File: config.mk
export PLATFORM = sky130hd
export DESIGN_NAME = prio_local_arb
export DESIGN_NICKNAME = d
export VERILOG_FILES = /design/src/rtl/prio_arb_pkg.sv /design/src/rtl/parb_line_edge.sv /design/src/rtl/parb_compete_chain.sv /design/src/rtl/parb_fsm.sv /design/src/rtl/prio_local_arb.sv
export SDC_FILE = /design/constraint.sdc
export NUM_CORES = 1
export LEC_CHECK = 0
export ABC_AREA = 1
export BUFFER_PORTS_ARGS = -buffer_cell sky130_fd_sc_hd__buf_4
export CAP_MARGIN = 20
export CORE_MARGIN = 2
export CORE_UTILIZATION = 30
export CTS_CLUSTER_DIAMETER = 30
export CTS_CLUSTER_SIZE = 10
export DETAILED_ROUTE_END_ITERATION = 8
export HOLD_SLACK_MARGIN = 0.03
export PLACE_DENSITY_LB_ADDON = 0.3
export SETUP_SLACK_MARGIN = 0.4
export SYNTH_ARGS = -nofsm -noshare
export SYNTH_HDL_FRONTEND = slang
export SYNTH_SLANG_ARGS = --single-unit
File: constraint.sdc
create_clock -name clk -period 2.2 [get_ports clk]
set_input_delay 0.33 -clock clk [delete_from_list [all_inputs] [get_ports clk]]
set_output_delay 0.33 -clock clk [all_outputs]
set_load 0.01 [all_outputs]
File: src/rtl/prio_arb_pkg.sv
`timescale 1ns/1ps
package prio_arb_pkg;
    typedef enum logic [1:0] {
        ST_IDLE  = 2'd0,
        ST_WAIT  = 2'd1,
        ST_ARB   = 2'd2,
        ST_GRANT = 2'd3
    } arb_st_e;
endpackage

File: src/rtl/parb_line_edge.sv
`timescale 1ns/1ps
module parb_line_edge (
    input  logic clk,
    input  logic rst_n,
    input  logic line_i,
    output logic rise_o,
    output logic fall_o
);
    typedef struct packed {
        logic prev;
    } edge_regs_t;

    edge_regs_t edge_d, edge_q;

    always_comb begin
        edge_d      = edge_q;
        edge_d.prev = line_i;
    end

    always_ff @(posedge clk) begin
        if (!rst_n) edge_q <= '{prev: 1'b1};
        else        edge_q <= edge_d;
    end

    assign rise_o = line_i & ~edge_q.prev;
    assign fall_o = ~line_i & edge_q.prev;
endmodule

File: src/rtl/parb_compete_chain.sv
`timescale 1ns/1ps
module parb_compete_chain #(
    parameter int W = 4
) (
    input  logic [W-1:0] level_i,
    input  logic [W-1:0] bus_i,
    output logic [W-1:0] cand_o,
    output logic         match_all_o
);
    logic [W-1:0] bit_eq;
    logic [W-1:0] enable;

    always_comb begin
        bit_eq       = ~(bus_i ^ level_i);
        enable       = '0;
        enable[W-1]  = 1'b1;
        for (int i = W - 2; i >= 0; i--) begin
            enable[i] = enable[i+1] & bit_eq[i+1];
        end
    end

    for (genvar gi = 0; gi < W; gi++) begin : g_bit
        assign cand_o[gi] = enable[gi] & ~level_i[gi];
    end

    assign match_all_o = &bit_eq;
endmodule

File: src/rtl/parb_fsm.sv
`timescale 1ns/1ps
module parb_fsm
    import prio_arb_pkg::*;
#(
    parameter int W = 4
) (
    input  logic         clk,
    input  logic         rst_n,
    input  logic         req_i,
    input  logic         burst_req_i,
    input  logic         last_xfer_i,
    input  logic         arb_i,
    input  logic         rise_i,
    input  logic         fall_i,
    input  logic         match_all_i,
    input  logic [W-1:0] cand_i,
    input  logic [W-1:0] level_i,
    input  logic [W-1:0] bus_i,
    output logic [W-1:0] pull_o,
    output logic         preempt_o,
    output logic         burst_o,
    output logic         won_o
);
    typedef struct packed {
        arb_st_e      st;
        logic [W-1:0] pull;
        logic         preempt;
        logic         burst;
        logic         won;
    } fsm_regs_t;

    localparam fsm_regs_t REGS_RST = '{st: ST_IDLE, pull: '0, preempt: 1'b0,
                                       burst: 1'b0, won: 1'b0};

    fsm_regs_t fsm_d, fsm_q;

    always_comb begin
        fsm_d = fsm_q;
        unique case (fsm_q.st)
            ST_IDLE: begin
                if (req_i) begin
                    fsm_d.st      = ST_WAIT;
                    fsm_d.preempt = 1'b1;
                end
            end
            ST_WAIT: begin
                if (rise_i) begin
                    fsm_d.st   = ST_ARB;
                    fsm_d.pull = cand_i;
                end
            end
            ST_ARB: begin
                if (fall_i) begin
                    if (match_all_i) begin
                        fsm_d.st      = ST_GRANT;
                        fsm_d.won     = 1'b1;
                        fsm_d.preempt = 1'b0;
                        fsm_d.burst   = burst_req_i;
                    end else begin
                        fsm_d.st = ST_WAIT;
                    end
                end else begin
                    fsm_d.pull = cand_i;
                end
            end
            ST_GRANT: begin
                if (rise_i) begin
                    fsm_d = REGS_RST;
                end else if (last_xfer_i) begin
                    fsm_d.burst = 1'b0;
                end
            end
            default: fsm_d = REGS_RST;
        endcase
    end

    always_ff @(posedge clk) begin
        if (!rst_n) fsm_q <= REGS_RST;
        else        fsm_q <= fsm_d;
    end

    assign pull_o    = fsm_q.pull;
    assign preempt_o = fsm_q.preempt;
    assign burst_o   = fsm_q.burst;
    assign won_o     = fsm_q.won;

    // the top bit follows its level bit on every phase clock
    p_msb_drive_r3: assert property (@(posedge clk) disable iff (!rst_n)
        (fsm_q.st == ST_ARB && arb_i) |=> (fsm_q.pull[W-1] == !$past(level_i[W-1])))
        else $error("p_msb_drive_r3");

    // a win appears only after a grant edge with the bus equal to the level
    p_won_on_grant_r6: assert property (@(posedge clk) disable iff (!rst_n)
        $rose(fsm_q.won) |-> ($past(!arb_i) && $past(bus_i == level_i)))
        else $error("p_won_on_grant_r6");

    // the winner never holds preempt
    p_won_no_preempt_r7: assert property (@(posedge clk) disable iff (!rst_n)
        fsm_q.won |-> !fsm_q.preempt)
        else $error("p_won_no_preempt_r7");

    // pulls are frozen during the grant state of the line
    p_grant_frozen_r8: assert property (@(posedge clk) disable iff (!rst_n)
        !arb_i |=> $stable(fsm_q.pull))
        else $error("p_grant_frozen_r8");

    // burst only while the bus is held
    p_burst_with_won_r9: assert property (@(posedge clk) disable iff (!rst_n)
        fsm_q.burst |-> fsm_q.won)
        else $error("p_burst_with_won_r9");

    // the winner lets go at the next arbitration phase
    p_release_on_rise_r10: assert property (@(posedge clk) disable iff (!rst_n)
        (fsm_q.won && arb_i) |=> (!fsm_q.won && fsm_q.pull == '0 && !fsm_q.burst))
        else $error("p_release_on_rise_r10");
endmodule

File: src/rtl/prio_local_arb.sv
`timescale 1ns/1ps
module prio_local_arb #(
    parameter int W = 4
) (
    input  logic         clk,
    input  logic         rst_n,
    input  logic         req_i,
    input  logic         burst_req_i,
    input  logic         last_xfer_i,
    input  logic [W-1:0] level_i,
    input  logic         arb_phase_i,
    input  logic [W-1:0] bus_i,
    output logic [W-1:0] pull_o,
    output logic         preempt_o,
    output logic         burst_o,
    output logic         won_o
);
    logic         phase_rise;
    logic         phase_fall;
    logic [W-1:0] cand;
    logic         match_all;

    parb_line_edge i_edge (
        .clk    (clk),
        .rst_n  (rst_n),
        .line_i (arb_phase_i),
        .rise_o (phase_rise),
        .fall_o (phase_fall)
    );

    parb_compete_chain #(.W(W)) i_chain (
        .level_i     (level_i),
        .bus_i       (bus_i),
        .cand_o      (cand),
        .match_all_o (match_all)
    );

    parb_fsm #(.W(W)) i_fsm (
        .clk         (clk),
        .rst_n       (rst_n),
        .req_i       (req_i),
        .burst_req_i (burst_req_i),
        .last_xfer_i (last_xfer_i),
        .arb_i       (arb_phase_i),
        .rise_i      (phase_rise),
        .fall_i      (phase_fall),
        .match_all_i (match_all),
        .cand_i      (cand),
        .level_i     (level_i),
        .bus_i       (bus_i),
        .pull_o      (pull_o),
        .preempt_o   (preempt_o),
        .burst_o     (burst_o),
        .won_o       (won_o)
    );
endmodule

# [Word-level counts from Yosys, hierarchy flattened]
# Index checks and enable logic that the tools add are counted.
# Widths: inputs -> output; s select.
[classes] n_addsub=0 n_mul=0 div_mod_pow=0 magnitude_cmp=0 n_eq_ne=10 shifts=0 mux=16 bitwise=15 reduce_logical=10
[ops] operator="$reduce_and 4->1" count=5
[ops] operator="$ne 2x2->1 const B" count=6
[ops] operator="$pmux 4 s3" count=1
[ops] operator="$pmux 2 s4" count=1
[ops] operator="$and 1x1->1" count=7
[ops] operator="$mux 7" count=1
[ops] operator="$mux 2" count=3
[ops] operator="$mux 3" count=2
[ops] operator="$mux 6" count=1
[ops] operator="$not 1->1" count=6
[ops] operator="$reduce_bool 3->1" count=2
[ops] operator="$reduce_and 5->1" count=1
[ops] operator="$eq 2x2->1 const B" count=2
[ops] operator="$mux 1" count=4
[ops] operator="$mux 4" count=1
[ops] operator="$not 4->4" count=1
[ops] operator="$pmux 2 s2" count=1
[ops] operator="$xor 4x4->4" count=1
[ops] operator="$ne 3x3->1 const B" count=1
[ops] operator="$pmux 1 s3" count=1
[ops] operator="$eq 2x1->1 const B" count=1
[ops] operator="$logic_not 2->1" count=1
[ops] operator="$reduce_bool 2->1" count=1
[word_totals] register_bits=10 latch_bits=0 ramBits=0 mem_bits_ro=0 inputBits=14 out_inout_bits=7 word_cells=57 n_memories=0

# [Logic depth before layout (Yosys ltp)]
# Gate-level depths: netlist of the first run.
[logic_depth] depth_word=7 ltp_mapped=9 ltp_nobuf=9

# [Cells and area by module]
# Synthesis of the first run repeated with hierarchy kept, for this count alone.
[unflattened] cells_unflattened=100 hier_area_um2=610.6
[by_module_without_submodules] mod="parb_fsm" n_inst=1 cells_each=72 area_per_inst_um2=469.2 seq_area_each_um2=180.2
[by_module_without_submodules] mod="parb_compete_chain" n_inst=1 cells_each=22 area_per_inst_um2=102.6 seq_area_each_um2=0.0
[by_module_without_submodules] mod="parb_line_edge" n_inst=1 cells_each=6 area_per_inst_um2=38.8 seq_area_each_um2=20.0

# [Worst setup path before layout of the first run]
# No wires, ideal clock.
[synth_timing] kind="register -> register" start="register i_fsm.fsm_q[8] (netlist name)" end="register i_fsm.fsm_q[8] (netlist name)" setup_time_ps=115 arrival_ps=949 required_ps=2085 slack_ps=1136 stages_incl_launch_ff=8 path_buffers=0 period_less_slack_ps=1064 cell_sequence="dfxtp_1 nand2_1 clkinv_2 nand2_1 nand2_2 nor2_2 inv_1 o21a_1"
[synth_between] elab_chain_len=3 elab_cells_between_ends=10 cone_classes="7 x eq/ne; 1 x mux; 2 x reduce/logical"
[synth_rtl] item="start, declared" line_no="parb_fsm.sv:35" text="fsm_regs_t fsm_d, fsm_q;"
[synth_rtl] item="start signal, assigned" line_no="parb_fsm.sv:79" text="else fsm_q <= fsm_d;"
[synth_rtl] item="$eq 2x1->1 (tied with other cells)" line_no="parb_fsm.sv:39" text="unique case (fsm_q.st)"
[synth_rtl] item="$ne 2x2->1 (no line)"
[synth_rtl] item="$reduce_and 4->1 (no line)"
# Several ways; a longest one is shown, not always the timed one.
# A chain may end at the register's enable or synchronous reset.

# [Worst setup path in the final report of the first run]
# Same ends and word-level chain as after synthesis.

==> results of run 1 <==
-- layout make-up --
class                   instances  area share, %
clock buffers                   4          4.531
flip-flops and latches         10          25.00
repair buffers                 20          18.75
well taps                      27          4.219
multi-input cells              60          37.97
inverters                      20          9.531
-- stage by stage --
stage	total power, mW	area (um2)	utilization [%]	cells	hold WS (ps)
after floorplan	0.2888	610.6	-	94	398.8
after global placement	0.3322	764.5	39.37	137	457.5
after detailed placement	0.3329	764.5	39.37	137	455.2
after CTS	0.5000	800.8	41.24	141	249.4
after global routing	0.5292	800.8	41.24	141	256.3
final	0.4958	800.8	41.24	141	252.2
-- critical path, delay by kind of cell, from the launching register on --
| kind | cells | cell delay, ps |
|---|---|---|
| AO/OA/AOI/OAI | 1 | 170 |
| buffers and inverters | 2 | 170 |
| flip-flops | 1 | 350 |
| AND/OR/NAND/NOR | 4 | 430 |
-- flip-flops by register name, summed over array words and instances (netlist names) --
| name | count |
|---|---|
| i_fsm.pull_o | 4 |
| i_fsm.burst_o | 1 |
| i_fsm.fsm_q | 2 |
| i_fsm.preempt_o | 1 |
| i_fsm.won_o | 1 |
| i_edge.edge_q | 1 |
-- report_power, final --
| part | total (mW) | internal, mW | switching [mW] |
|---|---|---|---|
| sequential | 0.205 | 0.195 | 0.00992 |
| clock | 0.168 | 0.101 | 0.0668 |
| combinational | 0.123 | 0.0545 | 0.0687 |
-- kinds of logic (layout without fill, tap and decap cells) --
logic type             Yosys count  in the layout  synth area share (%)
AND/OR/NAND/NOR                 45             45                 34.43
AO/OA/AOI/OAI                   15             15                 15.37
buffers and inverters           24             44                 17.42
flip-flops                      10             10                 32.79
-- path summary, 6_finish.rpt --
kind | start | endpoint | slack (ps)
worst max register to register | i_fsm.fsm_q[8]$_SDFFE_PN0P_ | i_fsm.fsm_q[8]$_SDFFE_PN0P_ | 980
worst min-delay path | rst_n | i_edge.edge_q$_SDFF_PN1_ | 250
worst max-delay path | i_fsm.fsm_q[8]$_SDFFE_PN0P_ | i_fsm.fsm_q[8]$_SDFFE_PN0P_ | 980
worst min register to register | i_fsm.preempt_o$_SDFFE_PN0P_ | i_fsm.preempt_o$_SDFFE_PN0P_ | 470
-- cells in the mapped netlist --
cell / instances
inv_1: 18
nand3_2: 1
a21oi_2: 2
nand2_2: 3
buf_4: 4
o21ai_2: 1
a21oi_1: 7
dfxtp_1: 10
o21a_1: 1
nor3_1: 1
nor2_1: 8
nor2_4: 2
o21ai_0: 2
nand4_1: 1
clkinv_2: 1
nand3_1: 1
inv_2: 1
nor2_2: 3
nand2_1: 25
a22oi_1: 2
-- layer usage --
metal  share of wire [%]  wire (um)  global-route usage (%)
met1                  46        572                   13.72
met2                  44        550                   18.69
met3                 8.6        107                   4.601
met4                 1.4         17                   5.714
met5                   0          0                       0
==> impl_results.html, run 1 <==
<table>
<tr><th>Metric</th><th>Value</th></tr>
<tr><th colspan="2">GRT</th></tr>
<tr><td>Remaining Overflow, GRT</td><td>0</td></tr>
<tr><td>Antenna violations before repair</td><td>0</td></tr>
<tr><td>Maximum number of pins on one net before global-route repair</td><td>7</td></tr>
<tr><td>Global-route total usage across every layer</td><td>11.78%</td></tr>
<tr><td>Wire length of the first global-routing pass</td><td>2208 um</td></tr>
<tr><td>Number of global-route vias before repair</td><td>582</td></tr>
<tr><th colspan="2">Die</th></tr>
<tr><td>Chip Height</td><td>49.12 um</td></tr>
<tr><td>I/O pin cnt</td><td>21</td></tr>
<tr><td>Effective utilization at floorplan</td><td>31.44%</td></tr>
<tr><td>Die ar.</td><td>roughly 2400 um2</td></tr>
<tr><td>Die X</td><td>roughly 50 um</td></tr>
<tr><td>Core Area</td><td>about 2000 um2</td></tr>
<tr><td>Cell Rows</td><td>16</td></tr>
<tr><th colspan="2">Power and ir drop</th></tr>
<tr><td>Total power density per cell area</td><td>619.1 nW/um2</td></tr>
<tr><td>Lkg Pwr</td><td>0.4230 nW</td></tr>
<tr><td>Worst IR Drop VDD</td><td>~0.00032 V</td></tr>
<tr><th colspan="2">Final layout</th></tr>
<tr><td>Combined area of the multi-input logic cells</td><td>between 300 and 400 um2</td></tr>
<tr><td>FF+latch area</td><td>around 200 um2</td></tr>
<tr><td>Nets</td><td>~130</td></tr>
<tr><td>Share of final-layout standard cells stronger than drive strength 1</td><td>33.33%</td></tr>
<tr><td>Number of antenna diodes</td><td>0</td></tr>
<tr><td>Most frequent cells in the layout</td><td>nand2_1, buf_4, inv_1, dfxtp_1, nor2_1</td></tr>
<tr><td>Most common library cell in the layout ignoring fill and taps</td><td>nand2_1</td></tr>
<tr><td>Filler Cell Count</td><td>217</td></tr>
<tr><td>Syn-to-layout area delta</td><td>31.15%</td></tr>
<tr><th colspan="2">Synthesis</th></tr>
<tr><td>Area share of the leading cell type in the synthesized netlist</td><td>32.79%</td></tr>
<tr><td>Count of warnings emitted by yosys</td><td>0</td></tr>
<tr><td>Largest cells by area after synthesis</td><td>dfxtp_1, nand2_1, inv_1</td></tr>
<tr><td>Cell taking the most area after synthesis</td><td>dfxtp_1</td></tr>
<tr><td>Cell area after synthesis</td><td>610.6 um2</td></tr>
<tr><td>Number of nets in the synthesized netlist</td><td>about 110</td></tr>
<tr><td>Number of storage elements in the synthesis netlist</td><td>10</td></tr>
<tr><td>Portion of the post-synthesis area used by sequential elements</td><td>32.79%</td></tr>
<tr><td>Number of library cell types mapped by synthesis</td><td>20</td></tr>
<tr><td>Average instance area after synthesis</td><td>6.496 um2</td></tr>
<tr><td>Mapped Cells</td><td>94</td></tr>
<tr><th colspan="2">Setup path</th></tr>
<tr><td>Endpoint type of the worst setup path</td><td>register</td></tr>
<tr><td>Data arrival at the endpoint of the critical path</td><td>1390 ps</td></tr>
<tr><td>Crit path cell chain</td><td>nand2_1 &gt; clkinv_2 &gt; nand2_1 &gt; nand2_2 &gt; nor2_2 &gt; inv_1 &gt; o21a_1</td></tr>
<tr><td>Category of the worst setup path launch point</td><td>register</td></tr>
<tr><td>Crit path max-delay cell type</td><td>dfxtp_1</td></tr>
<tr><td>Maximum single-stage delay on the critical path</td><td>around 350 ps</td></tr>
<tr><td>Critical setup path kind</td><td>register to register</td></tr>
<tr><td>Worst-case reg-to-reg path depth</td><td>7</td></tr>
<tr><td>Max FO, Critical Path</td><td>5</td></tr>
<tr><td>Most common cell type on the critical path</td><td>nand2_1</td></tr>
<tr><td>Endpoint required time on the critical path</td><td>2370 ps</td></tr>
<tr><th colspan="2">Timing</th></tr>
<tr><td>Measured slew at the worst slew-check pin</td><td>225.2 ps</td></tr>
<tr><td>Setup TNS</td><td>0 ps</td></tr>
<tr><td>Time the worst path needs with I/O delays and setup</td><td>roughly 1200 ps</td></tr>
<tr><td>Final Hold Viols</td><td>0</td></tr>
<tr><td>Pins Over Slew Limit</td><td>0</td></tr>
<tr><td>Worst path setup slack after routing</td><td>978.0 ps</td></tr>
<tr><td>Final period util</td><td>55.55%</td></tr>
<tr><td>Fmax achieved</td><td>between 800 and 900 MHz</td></tr>
<tr><td>Post-Route Skew</td><td>roughly 2.0 ps</td></tr>
<tr><td>RSZ-0062 raised after global routing</td><td>no</td></tr>
<tr><td>Endpoints failing setup</td><td>0</td></tr>
<tr><td>Slew HR</td><td>around 85%</td></tr>
<tr><th colspan="2">Clocking</th></tr>
<tr><td>Cells resized by post-CTS repair</td><td>0</td></tr>
<tr><td>Clock latency on the worst-skew pair</td><td>270 ps</td></tr>
<tr><td>CTS H-Tree Depth</td><td>1</td></tr>
<tr><td>Count of buffers added by post-CTS timing repair for setup</td><td>0</td></tr>
<tr><td>CTS tree</td><td>built</td></tr>
<tr><td>Root Buffer Master</td><td>clkbuf_4</td></tr>
<tr><td>Clock-pin slew of the registers on the worst-case setup and hold paths</td><td>60 ps</td></tr>
<tr><td>Post-CTS Hold Buffers</td><td>0</td></tr>
<tr><td>TritonCTS Buffers</td><td>3</td></tr>
<tr><td>Maximum number of buffers from clock root to sink</td><td>2</td></tr>
<tr><td># clock sinks</td><td>10</td></tr>
<tr><th colspan="2">Routing</th></tr>
<tr><td>WL/cell</td><td>around 8.9 um</td></tr>
<tr><td>Initial DRC count</td><td>16</td></tr>
<tr><td>Number of vias in the routed layout</td><td>609</td></tr>
<tr><td>Detailed-route vias per instance</td><td>4.319</td></tr>
<tr><td>DRC errors left</td><td>0</td></tr>
<tr><td>Remaining antenna violation count</td><td>0</td></tr>
<tr><td>First-pass detailed-route iteration total</td><td>4</td></tr>
<tr><td>Detailed Route WL</td><td>approximately 1200 um</td></tr>
<tr><th colspan="2">Place</th></tr>
<tr><td>DPL Wire Length</td><td>1018 um</td></tr>
<tr><td>Count of buffers from port buffering</td><td>20</td></tr>
<tr><td>Placer congestion estimate</td><td>0.9343</td></tr>
<tr><td>Post-place setup slack</td><td>970.4 ps</td></tr>
<tr><th colspan="2">Outcome</th></tr>
<tr><td>Outcome</td><td>completed</td></tr>
<tr><th colspan="2">Hold path</th></tr>
<tr><td>Hold path depth</td><td>2</td></tr>
<tr><td>Path type of the worst min-delay path</td><td>input pin to register</td></tr>
<tr><th colspan="2">Run</th></tr>
<tr><td>Number of max-cap violations</td><td>0</td></tr>
</table>
Note: power is estimated with default switching activity, not from simulation.
==> inputs of run 2 (changes only) <==
Settings changed: ABC_AREA 1 to 0.
Clock period 2.2 ns to 1.3 ns, I/O delays scaled along.
==> impl_results.html, run 2 <==
<table>
<tr><th>Metric</th><th>Value</th></tr>
<tr><th colspan="2">Clocking</th></tr>
<tr><td>CTS H-Tree Depth</td><td>1</td></tr>
<tr><td>CTS tree</td><td>built</td></tr>
<tr><td>TritonCTS Buffers</td><td>3</td></tr>
<tr><td>Maximum number of buffers from clock root to sink</td><td>2</td></tr>
<tr><td>Root Buffer Master</td><td>clkbuf_4</td></tr>
<tr><td>Clock latency on the worst-skew pair</td><td>260 ps</td></tr>
<tr><td># clock sinks</td><td>10</td></tr>
<tr><td>Post-CTS Hold Buffers</td><td>0</td></tr>
<tr><td>Clock-pin slew of the registers on the worst-case setup and hold paths</td><td>60 ps</td></tr>
<tr><th colspan="2">Die</th></tr>
<tr><td>Chip Height</td><td>between 40 and 50 um</td></tr>
<tr><td>Die X</td><td>48.65 um</td></tr>
<tr><td>Cell Rows</td><td>16</td></tr>
<tr><td>Die ar.</td><td>2367 um2</td></tr>
<tr><td>I/O pin cnt</td><td>21</td></tr>
<tr><td>Core Area</td><td>1922 um2</td></tr>
<tr><td>Effective utilization at floorplan</td><td>31.12%</td></tr>
<tr><th colspan="2">Synthesis</th></tr>
<tr><td>Number of nets in the synthesized netlist</td><td>79</td></tr>
<tr><td>Average instance area after synthesis</td><td>between 9 and 10 um2</td></tr>
<tr><td>Main flop type after synthesis</td><td>dfxtp_1</td></tr>
<tr><td>Mapped Cells</td><td>between 60 and 70</td></tr>
<tr><td>Area share of the leading cell type in the synthesized netlist</td><td>around a third</td></tr>
<tr><td>Cell taking the most area after synthesis</td><td>dfxtp_1</td></tr>
<tr><td>Count of warnings emitted by yosys</td><td>0</td></tr>
<tr><td>Fraction of synthesis flops using an asynchronous set or reset pin</td><td>0%</td></tr>
<tr><td>Number of storage elements in the synthesis netlist</td><td>10</td></tr>
<tr><td>Number of library cell types mapped by synthesis</td><td>31</td></tr>
<tr><td>Portion of the post-synthesis area used by sequential elements</td><td>33.47%</td></tr>
<tr><td>Cell area after synthesis</td><td>598.1 um2</td></tr>
<tr><td>Number of synthesized flops with an enable pin</td><td>0</td></tr>
<tr><td>Largest cells by area after synthesis</td><td>dfxtp_1, xnor2_1, buf_4</td></tr>
<tr><td>Most instantiated library cell after synthesis</td><td>dfxtp_1</td></tr>
<tr><td>Most frequent cells after synthesis</td><td>dfxtp_1, inv_1, buf_4, nand2_1, xnor2_1</td></tr>
<tr><th colspan="2">Final layout</th></tr>
<tr><td>Nets</td><td>107</td></tr>
<tr><td>Share of final-layout standard cells stronger than drive strength 1</td><td>roughly three quarters</td></tr>
<tr><td>Number of antenna diodes</td><td>0</td></tr>
<tr><td>Most common library cell in the layout ignoring fill and taps</td><td>buf_4</td></tr>
<tr><td>Most frequent cells in the layout</td><td>buf_4, buf_6, dfxtp_2, inv_1, nand2_1</td></tr>
<tr><td>Util after Layout</td><td>53.45%</td></tr>
<tr><td>Filler Cell Count</td><td>189</td></tr>
<tr><td>Syn-to-layout area delta</td><td>71.76%</td></tr>
<tr><td>Flip-flop count of the largest register after layout</td><td>4</td></tr>
<tr><th colspan="2">Power and ir drop</th></tr>
<tr><td>Total power density per cell area</td><td>844.6 nW/um2</td></tr>
<tr><td>Lkg Pwr</td><td>around 0.44 nW</td></tr>
<tr><td>Total Power</td><td>0.8677 mW</td></tr>
<tr><td>Worst IR Drop VDD</td><td>0.0004809 V</td></tr>
<tr><th colspan="2">GRT</th></tr>
<tr><td>Remaining Overflow, GRT</td><td>0</td></tr>
<tr><td>Maximum number of pins on one net before global-route repair</td><td>9</td></tr>
<tr><td>Antenna violations before repair</td><td>0</td></tr>
<tr><td>Wire length of the first global-routing pass</td><td>2566 um</td></tr>
<tr><td>Global-route total usage across every layer</td><td>14.11%</td></tr>
<tr><td>Number of global-route vias before repair</td><td>between 500 and 600</td></tr>
<tr><th colspan="2">Setup path</th></tr>
<tr><td>Category of the worst setup path launch point</td><td>register</td></tr>
<tr><td>Data arrival at the endpoint of the critical path</td><td>between 1000 and 1500 ps</td></tr>
<tr><td>Endpoint required time on the critical path</td><td>1450 ps</td></tr>
<tr><td>Critical setup path kind</td><td>register to register</td></tr>
<tr><td>Endpoint type of the worst setup path</td><td>register</td></tr>
<tr><td>Max FO, Critical Path</td><td>4</td></tr>
<tr><td>R2r startpoint</td><td>i_fsm.fsm_q[8]$_SDFFE_PN0P_</td></tr>
<tr><td>Worst R2R End</td><td>i_fsm.burst_o$_SDFFE_PN0P_</td></tr>
<tr><td>R2r setup slk</td><td>180 ps</td></tr>
<tr><td>Worst-case reg-to-reg path depth</td><td>4</td></tr>
<tr><th colspan="2">Timing</th></tr>
<tr><td>Setup TNS</td><td>0 ps</td></tr>
<tr><td>Pins Over Slew Limit</td><td>0</td></tr>
<tr><td>Measured slew at the worst slew-check pin</td><td>248.5 ps</td></tr>
<tr><td>RSZ-0062 raised after global routing</td><td>yes</td></tr>
<tr><td>Post-Route Skew</td><td>0.2695 ps</td></tr>
<tr><td>Time the worst path needs with I/O delays and setup</td><td>1118 ps</td></tr>
<tr><td>Final Hold Viols</td><td>0</td></tr>
<tr><td>Tightest hold margin</td><td>145.6 ps</td></tr>
<tr><td>Slew HR</td><td>between 80% and 90%</td></tr>
<tr><td>Final period util</td><td>85.97%</td></tr>
<tr><td>Fmax achieved</td><td>a little under 900 MHz</td></tr>
<tr><td>Endpoints failing setup</td><td>0</td></tr>
<tr><th colspan="2">Hold path</th></tr>
<tr><td>Hold path depth</td><td>2</td></tr>
<tr><td>Endpoint with the worst hold slack</td><td>i_fsm.pull_o[0]$_SDFFE_PN0P_</td></tr>
<tr><td>Min-Delay Startpoint</td><td>level_i[0]</td></tr>
<tr><td>Path type of the worst min-delay path</td><td>input pin to register</td></tr>
<tr><th colspan="2">Routing</th></tr>
<tr><td>First-pass detailed-route iteration total</td><td>4</td></tr>
<tr><td>Initial DRC count</td><td>9</td></tr>
<tr><td>Detailed-route vias per instance</td><td>4.737</td></tr>
<tr><td>Detailed Route WL</td><td>1525 um</td></tr>
<tr><td>DRC errors left</td><td>0</td></tr>
<tr><td>Number of vias in the routed layout</td><td>559</td></tr>
<tr><td>Remaining antenna violation count</td><td>0</td></tr>
<tr><td>WL/cell</td><td>12.92 um</td></tr>
<tr><th colspan="2">Place</th></tr>
<tr><td>DPL Wire Length</td><td>approximately 1000 um</td></tr>
<tr><td>Placer congestion estimate</td><td>0.8424</td></tr>
<tr><td>Count of buffers from port buffering</td><td>20</td></tr>
<tr><th colspan="2">Outcome</th></tr>
<tr><td>Outcome</td><td>completed</td></tr>
<tr><th colspan="2">Run</th></tr>
<tr><td>Number of max-cap violations</td><td>0</td></tr>
</table>
-- run 2: metrics by stage --
step           cells  instance area [um2]  setup slack, ps
6_report         118                 1027            182.4
5_1_grt          118                 1027            141.0
4_1_cts          115                928.4            193.3
3_5_place_dp     108                794.5            56.32
3_3_place_gp     108                794.5            75.49
2_1_floorplan     65                648.1            206.0
-- run 2: final cells by class --
class | instances | area (um2) | share of cell area, %
multi-input combinational | 42 | 470.5 | 45.80
timing repair buffer | 29 | 251.5 | 24.48
sequential | 10 | 220.2 | 21.44
tap | 27 | 33.78 | 3.289
inverter | 7 | 28.78 | 2.801
clock buffer | 3 | 22.52 | 2.192
-- run 2: power by group --
group | internal, mW | switching (mW)
sequential | 0.328 | 0.0307
clock | 0.107 | 0.0991
combinational | 0.167 | 0.136
-- run 2: worst max path at each step --
stage                                      startpoint                           end  slack, ps
after floorplan           i_fsm.fsm_q[8]$_SDFFE_PN0P_  i_fsm.pull_o[0]$_SDFFE_PN0P_        210
final                     i_fsm.fsm_q[8]$_SDFFE_PN0P_    i_fsm.burst_o$_SDFFE_PN0P_        180
after CTS                 i_fsm.fsm_q[8]$_SDFFE_PN0P_    i_fsm.burst_o$_SDFFE_PN0P_        190
after global placement                     level_i[3]    i_fsm.burst_o$_SDFFE_PN0P_         80
after global routing         i_edge.edge_q$_SDFF_PN1_  i_fsm.pull_o[0]$_SDFFE_PN0P_        140
after detailed placement                   level_i[2]    i_fsm.burst_o$_SDFFE_PN0P_         60
-- run 2: logic make-up (layout without fill, tap and decap cells) --
| logic type | count (synthesis) | after routing | synth area share [%] |
|---|---|---|---|
| buffers and inverters | 13 | 39 | 13.18 |
| AO/OA/AOI/OAI | 17 | 17 | 23.85 |
| XOR/XNOR | 4 | 4 | 5.857 |
| AND/OR/NAND/NOR | 21 | 21 | 23.64 |
| flip-flops | 10 | 10 | 33.47 |
-- run 2: worst max-delay path, stage by stage, from the launching register on --
cell,delay [ps]
dfxtp_4,360
nor2b_4,140
buf_6,110
and3_4,170
a32o_2,230
-- run 2: what timing repair did --
item	in CTS	in global routing
setup buffers	4	3
setup endpoints to repair	16	16
pin swaps	6	3
gates resized for setup	21	17
-- run 2: per-layer routing --
layer | up-vias | GRT usage [%] | share of wire [%]
li1 | 282 | - | -
met1 | 262 | 17.37 | 44
met2 | 13 | 23.06 | 52
met3 | 2 | 3.086 | 3.5
met4 | 0 | 7.143 | 0.85
met5 | - | 0 | 0
